$ cat src/rtl/psw_pkg.sv
// Shared definitions for the status word unit: bit positions and the
// dedicated flag command encoding. Bit positions are fixed because the
// stack restore path and software read the word as a whole.
package psw_pkg;
    localparam int PSW_W   = 8;
    localparam int POS_C   = 0;
    localparam int POS_Z   = 1;
    localparam int POS_I   = 2;
    localparam int POS_H   = 3;
    localparam int POS_B   = 4;
    localparam int POS_G   = 5;
    localparam int POS_V   = 6;
    localparam int POS_N   = 7;

    typedef enum logic [2:0] {
        CMD_NONE    = 3'd0,
        CMD_OVF_CLR = 3'd1,
        CMD_IRQ_ON  = 3'd2,
        CMD_IRQ_OFF = 3'd3,
        CMD_PAGE_HI = 3'd4,
        CMD_PAGE_LO = 3'd5,
        CMD_BREAK   = 3'd6
    } psw_cmd_e;
endpackage

$ cat src/rtl/psw_arith_flags.sv
// Next-state logic for the arithmetic flags N, Z, C, H and V.
// Assumes: the ALU hands over an already-formed half-carry and overflow
// indication; priority per flag is overflow-clear > bit test > ALU > hold.
module psw_arith_flags #(
    parameter int DATA_W = 8
) (
    input  logic              cur_n,
    input  logic              cur_z,
    input  logic              cur_c,
    input  logic              cur_h,
    input  logic              cur_v,
    input  logic [DATA_W-1:0] alu_res,
    input  logic              alu_carry,
    input  logic              alu_half,
    input  logic              alu_ovf,
    input  logic              shift_bit,
    input  logic              upd_nz,
    input  logic              upd_c,
    input  logic              upd_h,
    input  logic              upd_v,
    input  logic              c_from_shift,
    input  logic              clr_vh,
    input  logic              bit_test,
    input  logic              opnd_msb,
    input  logic              opnd_msb1,
    output logic              nxt_n,
    output logic              nxt_z,
    output logic              nxt_c,
    output logic              nxt_h,
    output logic              nxt_v
);
    localparam int MSB = DATA_W - 1;

    // Sign and zero: bit test owns N, ALU owns both otherwise.
    always_comb begin
        nxt_n = cur_n;
        nxt_z = cur_z;
        if (upd_nz) begin
            nxt_n = alu_res[MSB];
            nxt_z = (alu_res == '0);
        end
        if (bit_test) begin
            nxt_n = opnd_msb;
        end
    end

    // Carry: source chosen between ALU carry and the shifted-out bit.
    always_comb begin
        nxt_c = cur_c;
        if (upd_c) begin
            nxt_c = c_from_shift ? shift_bit : alu_carry;
        end
    end

    // Half carry and overflow: the clear command wins over every source.
    always_comb begin
        nxt_h = cur_h;
        nxt_v = cur_v;
        if (upd_h) begin
            nxt_h = alu_half;
        end
        if (upd_v) begin
            nxt_v = alu_ovf;
        end
        if (bit_test) begin
            nxt_v = opnd_msb1;
        end
        if (clr_vh) begin
            nxt_h = 1'b0;
            nxt_v = 1'b0;
        end
    end
endmodule

$ cat src/rtl/psw_ctrl_flags.sv
// Next-state logic for the control flags: interrupt enable I, page select G
// and break B. Assumes one command per cycle; interrupt accept beats an
// interrupt-enable command in the same cycle. B is only cleared by reset
// or restore, both handled by the caller.
module psw_ctrl_flags
    import psw_pkg::*;
(
    input  logic     cur_i,
    input  logic     cur_g,
    input  logic     cur_b,
    input  psw_cmd_e cmd,
    input  logic     int_accept,
    output logic     nxt_i,
    output logic     nxt_g,
    output logic     nxt_b
);
    // Decode the command into the flag it targets.
    always_comb begin
        nxt_i = cur_i;
        nxt_g = cur_g;
        nxt_b = cur_b;
        unique case (cmd)
            CMD_IRQ_ON:  nxt_i = 1'b1;
            CMD_IRQ_OFF: nxt_i = 1'b0;
            CMD_PAGE_HI: nxt_g = 1'b1;
            CMD_PAGE_LO: nxt_g = 1'b0;
            CMD_BREAK:   nxt_b = 1'b1;
            default:     ;
        endcase
        if (int_accept) begin
            nxt_i = 1'b0;
        end
    end
endmodule

$ cat src/rtl/psw_page_map.sv
// Maps the page select bit to the base address of the direct page.
// Assumes pages are 2**PAGE_SHIFT bytes and only pages 0 and 1 exist.
module psw_page_map #(
    parameter int ADDR_W     = 16,
    parameter int PAGE_SHIFT = 8
) (
    input  logic              page_sel,
    output logic [ADDR_W-1:0] base
);
    localparam logic [ADDR_W-1:0] PAGE1_BASE = ADDR_W'(1) << PAGE_SHIFT;

    // Select the base of page 0 or page 1.
    always_comb begin
        base = page_sel ? PAGE1_BASE : '0;
    end
endmodule

$ cat src/rtl/psw_flag_unit.sv
// Status word register of an 8-bit CPU. Merges the arithmetic and control
// flag next-state logic into one word, applies the whole-word restore with
// top priority and registers the result. Synchronous active-low reset.
module psw_flag_unit
    import psw_pkg::*;
#(
    parameter int ADDR_W     = 16,
    parameter int PAGE_SHIFT = 8
) (
    input  logic              clk,
    input  logic              rst_n,
    input  logic [7:0]        alu_res,
    input  logic              alu_carry,
    input  logic              alu_half,
    input  logic              alu_ovf,
    input  logic              shift_bit,
    input  logic              upd_nz,
    input  logic              upd_c,
    input  logic              upd_h,
    input  logic              upd_v,
    input  logic              c_from_shift,
    input  logic [2:0]        flag_cmd,
    input  logic              bit_test,
    input  logic [7:0]        mem_opnd,
    input  logic              int_accept,
    input  logic              restore_en,
    input  logic [7:0]        restore_word,
    output logic [7:0]        psw,
    output logic              int_en,
    output logic              page_sel,
    output logic [ADDR_W-1:0] dp_base
);
    psw_cmd_e          cmd;
    logic [PSW_W-1:0]  psw_q;
    logic [PSW_W-1:0]  upd_word;
    logic              clr_vh;
    logic              n_n, n_z, n_c, n_h, n_v, n_i, n_g, n_b;

    // Command decode shared by both flag groups.
    always_comb begin
        cmd    = psw_cmd_e'(flag_cmd);
        clr_vh = (cmd == CMD_OVF_CLR);
    end

    psw_arith_flags #(.DATA_W(PSW_W)) u_arith (
        .cur_n        (psw_q[POS_N]),
        .cur_z        (psw_q[POS_Z]),
        .cur_c        (psw_q[POS_C]),
        .cur_h        (psw_q[POS_H]),
        .cur_v        (psw_q[POS_V]),
        .alu_res      (alu_res),
        .alu_carry    (alu_carry),
        .alu_half     (alu_half),
        .alu_ovf      (alu_ovf),
        .shift_bit    (shift_bit),
        .upd_nz       (upd_nz),
        .upd_c        (upd_c),
        .upd_h        (upd_h),
        .upd_v        (upd_v),
        .c_from_shift (c_from_shift),
        .clr_vh       (clr_vh),
        .bit_test     (bit_test),
        .opnd_msb     (mem_opnd[7]),
        .opnd_msb1    (mem_opnd[6]),
        .nxt_n        (n_n),
        .nxt_z        (n_z),
        .nxt_c        (n_c),
        .nxt_h        (n_h),
        .nxt_v        (n_v)
    );

    psw_ctrl_flags u_ctrl (
        .cur_i      (psw_q[POS_I]),
        .cur_g      (psw_q[POS_G]),
        .cur_b      (psw_q[POS_B]),
        .cmd        (cmd),
        .int_accept (int_accept),
        .nxt_i      (n_i),
        .nxt_g      (n_g),
        .nxt_b      (n_b)
    );

    // Assemble the per-flag results into the fixed word layout.
    always_comb begin
        upd_word        = '0;
        upd_word[POS_N] = n_n;
        upd_word[POS_V] = n_v;
        upd_word[POS_G] = n_g;
        upd_word[POS_B] = n_b;
        upd_word[POS_H] = n_h;
        upd_word[POS_I] = n_i;
        upd_word[POS_Z] = n_z;
        upd_word[POS_C] = n_c;
    end

    // Status register: reset, then restore, then individual updates.
    always_ff @(posedge clk) begin
        if (!rst_n) begin
            psw_q <= '0;
        end else if (restore_en) begin
            psw_q <= restore_word;
        end else begin
            psw_q <= upd_word;
        end
    end

    psw_page_map #(.ADDR_W(ADDR_W), .PAGE_SHIFT(PAGE_SHIFT)) u_page (
        .page_sel (psw_q[POS_G]),
        .base     (dp_base)
    );

    // Drive the word and its dedicated bit outputs.
    always_comb begin
        psw      = psw_q;
        int_en   = psw_q[POS_I];
        page_sel = psw_q[POS_G];
    end

    p_reset_clear_r1: assert property (@(posedge clk)
        !rst_n |=> (psw == 8'h00));

    p_restore_load_r2: assert property (@(posedge clk) disable iff (!rst_n)
        restore_en |=> (psw == $past(restore_word)));

    p_ovf_clear_r7: assert property (@(posedge clk) disable iff (!rst_n)
        (!restore_en && flag_cmd == 3'd1) |=> (!psw[POS_V] && !psw[POS_H]));

    p_bit_test_r8: assert property (@(posedge clk) disable iff (!rst_n)
        (!restore_en && bit_test && flag_cmd != 3'd1)
        |=> (psw[POS_N] == $past(mem_opnd[7]) && psw[POS_V] == $past(mem_opnd[6])));

    p_irq_accept_r10: assert property (@(posedge clk) disable iff (!rst_n)
        (!restore_en && int_accept) |=> !int_en);

    p_break_set_r12: assert property (@(posedge clk) disable iff (!rst_n)
        (!restore_en && flag_cmd == 3'd6) |=> psw[POS_B]);

    p_hold_r13: assert property (@(posedge clk) disable iff (!rst_n)
        (!restore_en && !upd_nz && !upd_c && !upd_h && !upd_v && !bit_test
         && !int_accept && flag_cmd == 3'd0) |=> $stable(psw));
endmodule

$ cat config.mk
export PLATFORM = sky130hd
export DESIGN_NAME = psw_flag_unit
export DESIGN_NICKNAME = d
export VERILOG_FILES = /design/src/rtl/psw_pkg.sv /design/src/rtl/psw_arith_flags.sv /design/src/rtl/psw_ctrl_flags.sv /design/src/rtl/psw_page_map.sv /design/src/rtl/psw_flag_unit.sv
export SDC_FILE = /design/constraint.sdc
export NUM_CORES = 1
export LEC_CHECK = 0
export ABC_AREA = 1
export BUFFER_PORTS_ARGS = -buffer_cell sky130_fd_sc_hd__buf_2
export CORE_MARGIN = 2
export CORE_UTILIZATION = 36
export DETAILED_ROUTE_END_ITERATION = 12
export GPL_TIMING_DRIVEN = 0
export PLACE_DENSITY = 0.79
export SETUP_SLACK_MARGIN = 0.05
export SLEW_MARGIN = 20
export SYNTH_ARGS = -nofsm -noshare
export SYNTH_HDL_FRONTEND = slang
export SYNTH_HIERARCHICAL = 1
export SYNTH_SLANG_ARGS = --single-unit
$ cat constraint.sdc
create_clock -name clk -period 1 [get_ports clk]
set_input_delay 0.2 -clock clk [delete_from_list [all_inputs] [get_ports clk]]
set_output_delay 0.2 -clock clk [all_outputs]
set_load 0.05 [all_outputs]
[Yosys cells after proc, flatten, opt, wreduce, memory -nomap -nowiden]
Cells that the tools add are included.
Word-level totals
  flip-flop bits (word level): 8
  bits in latches: 0
  RAM bits: 0
  bits in read-only memories: 0
  bits of input ports: 41
  output and inout port bits: 26
  logic and storage cells: 39
  memories: 0
Cells by class
  add/subtract/negate cells: 0
  multiply operators: 0
  div/mod/pow operators: 0
  $lt $le $gt $ge: 0
  equality and inequality tests: 6
  shifts and indexed selects: 0
  muxes and demuxes: 16
  bitwise gates (word level): 0
  reduce and logical (&&, ||, !) cells: 9
Operators by type and width (count)
  1-bit 2-to-1 mux: 12
  3-bit equality test, second input constant: 3
  9-bit 2-to-1 mux: 1
  3-bit nonzero test: 3
  8-bit logical NOT: 1
  8-bit 2-to-1 mux: 1
  4-bit nonzero test: 2
  3-bit by 2-bit equality test with 1-bit output, second input constant: 2
  2-bit nonzero test: 3
  1-bit one-hot mux with 2 select lines: 2
  3-bit by 1-bit equality test with 1-bit output, second input constant: 1

[Logic depth before layout (Yosys ltp)]
  word-level depth: 4
  mapped depth: 7

[Cells and area by module]
The synthesis kept the hierarchy.
By module, submodules not included
  psw_flag_unit: instances 1, cells an instance 54, area each 379.1 um2, seq. area each 160.2 um2
  psw_arith_flags: instances 1, cells an instance 35, area each 146.4 um2, seq. area each 0.0 um2
  psw_page_map: instances 1, cells an instance 17, area each 123.9 um2, seq. area each 0.0 um2
  psw_ctrl_flags: instances 1, cells an instance 13, area each 56.3 um2, seq. area each 0.0 um2

[Least setup slack after synthesis]
No wires, ideal clock.
  path type: register -> output
  start point: register psw_q[5], in the netlist psw[5]
  end point: output dp_base[8]
  data arrival time: 930 ps
  path slack: -130 ps
  cell stages (with the launch flop): 2
  buffers on the path: 1
  path through: dfxtp_1 buf_4
On the way
  longest elaborated chain between the ends: 1
RTL lines
  from (decl): RTL line psw_flag_unit.sv:34  | logic [PSW_W-1:0] psw_q;
  from (signal assigned): RTL line psw_flag_unit.sv:101  | psw_q <= restore_word;
  from (signal assigned): RTL line psw_flag_unit.sv:103  | psw_q <= upd_word;
  9-bit 2-to-1 mux: RTL line psw_page_map.sv:14  | base = page_sel ? PAGE1_BASE : '0;
  to (decl): RTL line psw_flag_unit.sv:31  | output logic [ADDR_W-1:0] dp_base
Every way passes these cells.

[Final worst setup path]
  start point: register psw_q[2], in the netlist psw[2]
  end point: output psw[2]
RTL lines
  to (decl): RTL line psw_flag_unit.sv:28  | output logic [7:0] psw,
No word-level cell between the ends.

==> results.sh <==
export IMPL_outcome="finished with violations"
export IMPL_violations="setup timing"
export IMPL_reg2reg_from="psw[2]"
export IMPL_path_clk_slew_ns=0.05
export IMPL_hold_path_startpoint="rst_n"
export IMPL_diodes=0
export IMPL_core_mm2=0.001902
export IMPL_largest_register_ff_count=8
export IMPL_pre_cts_ws_ns=-0.07259
export IMPL_crit_slowest_cell="dfxtp_4"
export IMPL_drc=0
export IMPL_path_cells="buf_6, buf_8"
export IMPL_power_density_mw_per_mm2=1036
export IMPL_design_area_mm2=0.001162
export IMPL_dp_cells=203
export IMPL_cts_tree="done"
export IMPL_rsz0062_at_grt="yes"
export IMPL_timing_final_crit_share=1.046
export IMPL_synth_seq_cells=8
export IMPL_drive_gt1_frac=0.4444
export IMPL_netlist_area_um2=705.7
export IMPL_n_fill_cell=181
export IMPL_vias_per_cell=3.778
export IMPL_rows=16
export IMPL_grt_pass1_vias=616
export IMPL_hold_viol=0
export IMPL_hold_worst_slack_ns=0.1873
export IMPL_path_class="flop to primary output"
export IMPL_synth_area_top_cells="dfxtp_1, buf_4, nand2_1"
export IMPL_areaGrowthSynthToFinish_pct=64.72
export IMPL_cts_buffer_depth=2
export IMPL_final_util=0.6112
export IMPL_peakVddDrop_mv=0.8457
export IMPL_leakage_nw=0.7203
export IMPL_ys_warn_count=6
export IMPL_synthDistinctLibCells=20
export IMPL_cts_root_buffer="clkbuf_4"
export IMPL_drtPass1Iterations=4
export IMPL_yosysTopAreaCell="dfxtp_1"
export IMPL_dr_first_iter_drc_count=9
export IMPL_startpoint="psw[2]"
export IMPL_layout_nets=223
export IMPL_grt_pass1_wl_mm=2.242
export IMPL_clock_latency_ns=0.24
export IMPL_gp_congestion=0.6319
export IMPL_antenna_found_initial=0
export IMPL_grt_max_degree=11
export IMPL_cpPeakStageDelay_ns=0.35
export IMPL_start_kind="flop"
export IMPL_vias=782
export IMPL_overflow=0
export IMPL_place_area_mm2=0.001016
export IMPL_critical_path_arrival_ns=0.85
export IMPL_port_buffers=43
export IMPL_min_path_type="primary input to flop"
export IMPL_ctsHoldBuffers=0
export IMPL_die_h_um=48.28
export IMPL_cap_violations=0
export IMPL_final_cells=207
export IMPL_initial_core_util=0.3711
export IMPL_pin_count=67
export IMPL_finalSetupViolations=3
export IMPL_die_x_um=48.28
export IMPL_ant_nets=0
export IMPL_multiInputGateArea_um2=342.8
export IMPL_required_ns=0.80
export IMPL_htreeDepth=1
export IMPL_fin_crit_ns=1.046
export IMPL_hpwlAfterDp_mm=1.310
export IMPL_synth_top_area_frac=0.2270
export IMPL_grt_use_total=0.1364
export IMPL_syn_inst=119
export IMPL_cts_made_buffers=3
export IMPL_die_area_mm2=0.002330
export IMPL_drv_slew=0
export IMPL_cts_sinks=8
export IMPL_syn_avg_cell_area_um2=5.930
export IMPL_clock_fmax_ghz=0.9565
export IMPL_synth_seq_area_share=0.2270
export IMPL_routedWlPerCell_um=7.614
export IMPL_seqCellArea_um2=175.2
export IMPL_clock_skew_ns=0
export IMPL_endpoint_kind="primary output"
export IMPL_routed_wl_mm=1.576
export IMPL_cp_max_fo=3
export IMPL_fin_ws_ns=-0.04550
-- synthesized netlist by cell type --
library cell / number
nand2_2: 2
nand2_1: 30
nor2_1: 24
o21bai_1: 1
buf_6: 1
buf_4: 18
nor3b_1: 1
o21ai_1: 2
nor2_2: 1
a21oi_1: 1
a211oi_1: 1
o21ai_0: 1
a31oi_1: 1
inv_2: 1
nand3_1: 2
inv_1: 20
dfxtp_1: 8
conb_1: 1
buf_8: 2
or2_0: 1
-- logic make-up after synthesis --
logic type             synth area share
other                          0.005314
buffers and inverters            0.3617
AOI/OAI and AO/OA               0.05851
DFF                              0.2269
and+or+nand+nor                  0.3475
-- metrics by stage --
| stage | total power, W | TNS [ns] |
|---|---|---|
| after floorplan | 0.0007804 | 0 |
| after global placement | 0.0008889 | -0.1378 |
| after detailed placement | 0.0008964 | -0.07259 |
| after CTS | 0.001197 | -0.1292 |
| after global routing | 0.001287 | -0.2467 |
| final | 0.001205 | -0.1312 |
-- power by group --
group / switching [W] / total (W) / internal [W]
Sequential: 0.0000229 / 0.000369 / 0.000347
Clock: 0.0000967 / 0.000233 / 0.000136
Combinational: 0.000359 / 0.000602 / 0.000242
-- worst paths after layout --
| kind | slack (ns) | end | cells past startpoint |
|---|---|---|---|
| max | -0.05 | psw[2] | 2 |
| max reg2reg | 0.12 | psw[2] | 5 |
| min reg2reg | 0.58 | psw[4] | 3 |
| min | 0.19 | psw[0] | 3 |
-- cell usage in the layout, fill, tap and decap left out, types with 2 or more instances in the layout --
master    instances
nor2_1           24
nand2_1          30
buf_8            11
dfxtp_2           6
buf_2            32
nand2_2           2
clkbuf_4          3
buf_4            17
conb_1           15
dfxtp_4           2
nand3_1           2
o21ai_1           2
inv_1            20
buf_6             5
-- cell type report --
type | count | share of cell area
repair buffers | 44 | 0.2766
clock buffers | 3 | 0.01938
well taps | 27 | 0.02906
plain buffers | 21 | 0.1615
inverters | 21 | 0.06782
flip-flops and latches | 8 | 0.1507
multi-input cells | 83 | 0.2949
-- per-layer routing --
metal,routed length [µm],part of all wire,up-vias,global-route usage
met2,805,0.51,34,0.2684
met5,0,0,-,0
met4,11,0.0070,0,0.06486
li1,-,-,434,-
met1,623,0.40,312,0.1326
met3,136,0.086,2,0.02593
-- critical path, delay by kind of cell (launching register included) --
family	cells	cell delay [ns]
buf+inv	2	0.26
flops	1	0.35
-- repair_timing --
action,CTS,global route
resized for setup,29,7
gates cloned,0,0
setup endpoints to repair,11,10
buffers inserted,1,0
Power figures use the tool's default switching activity.
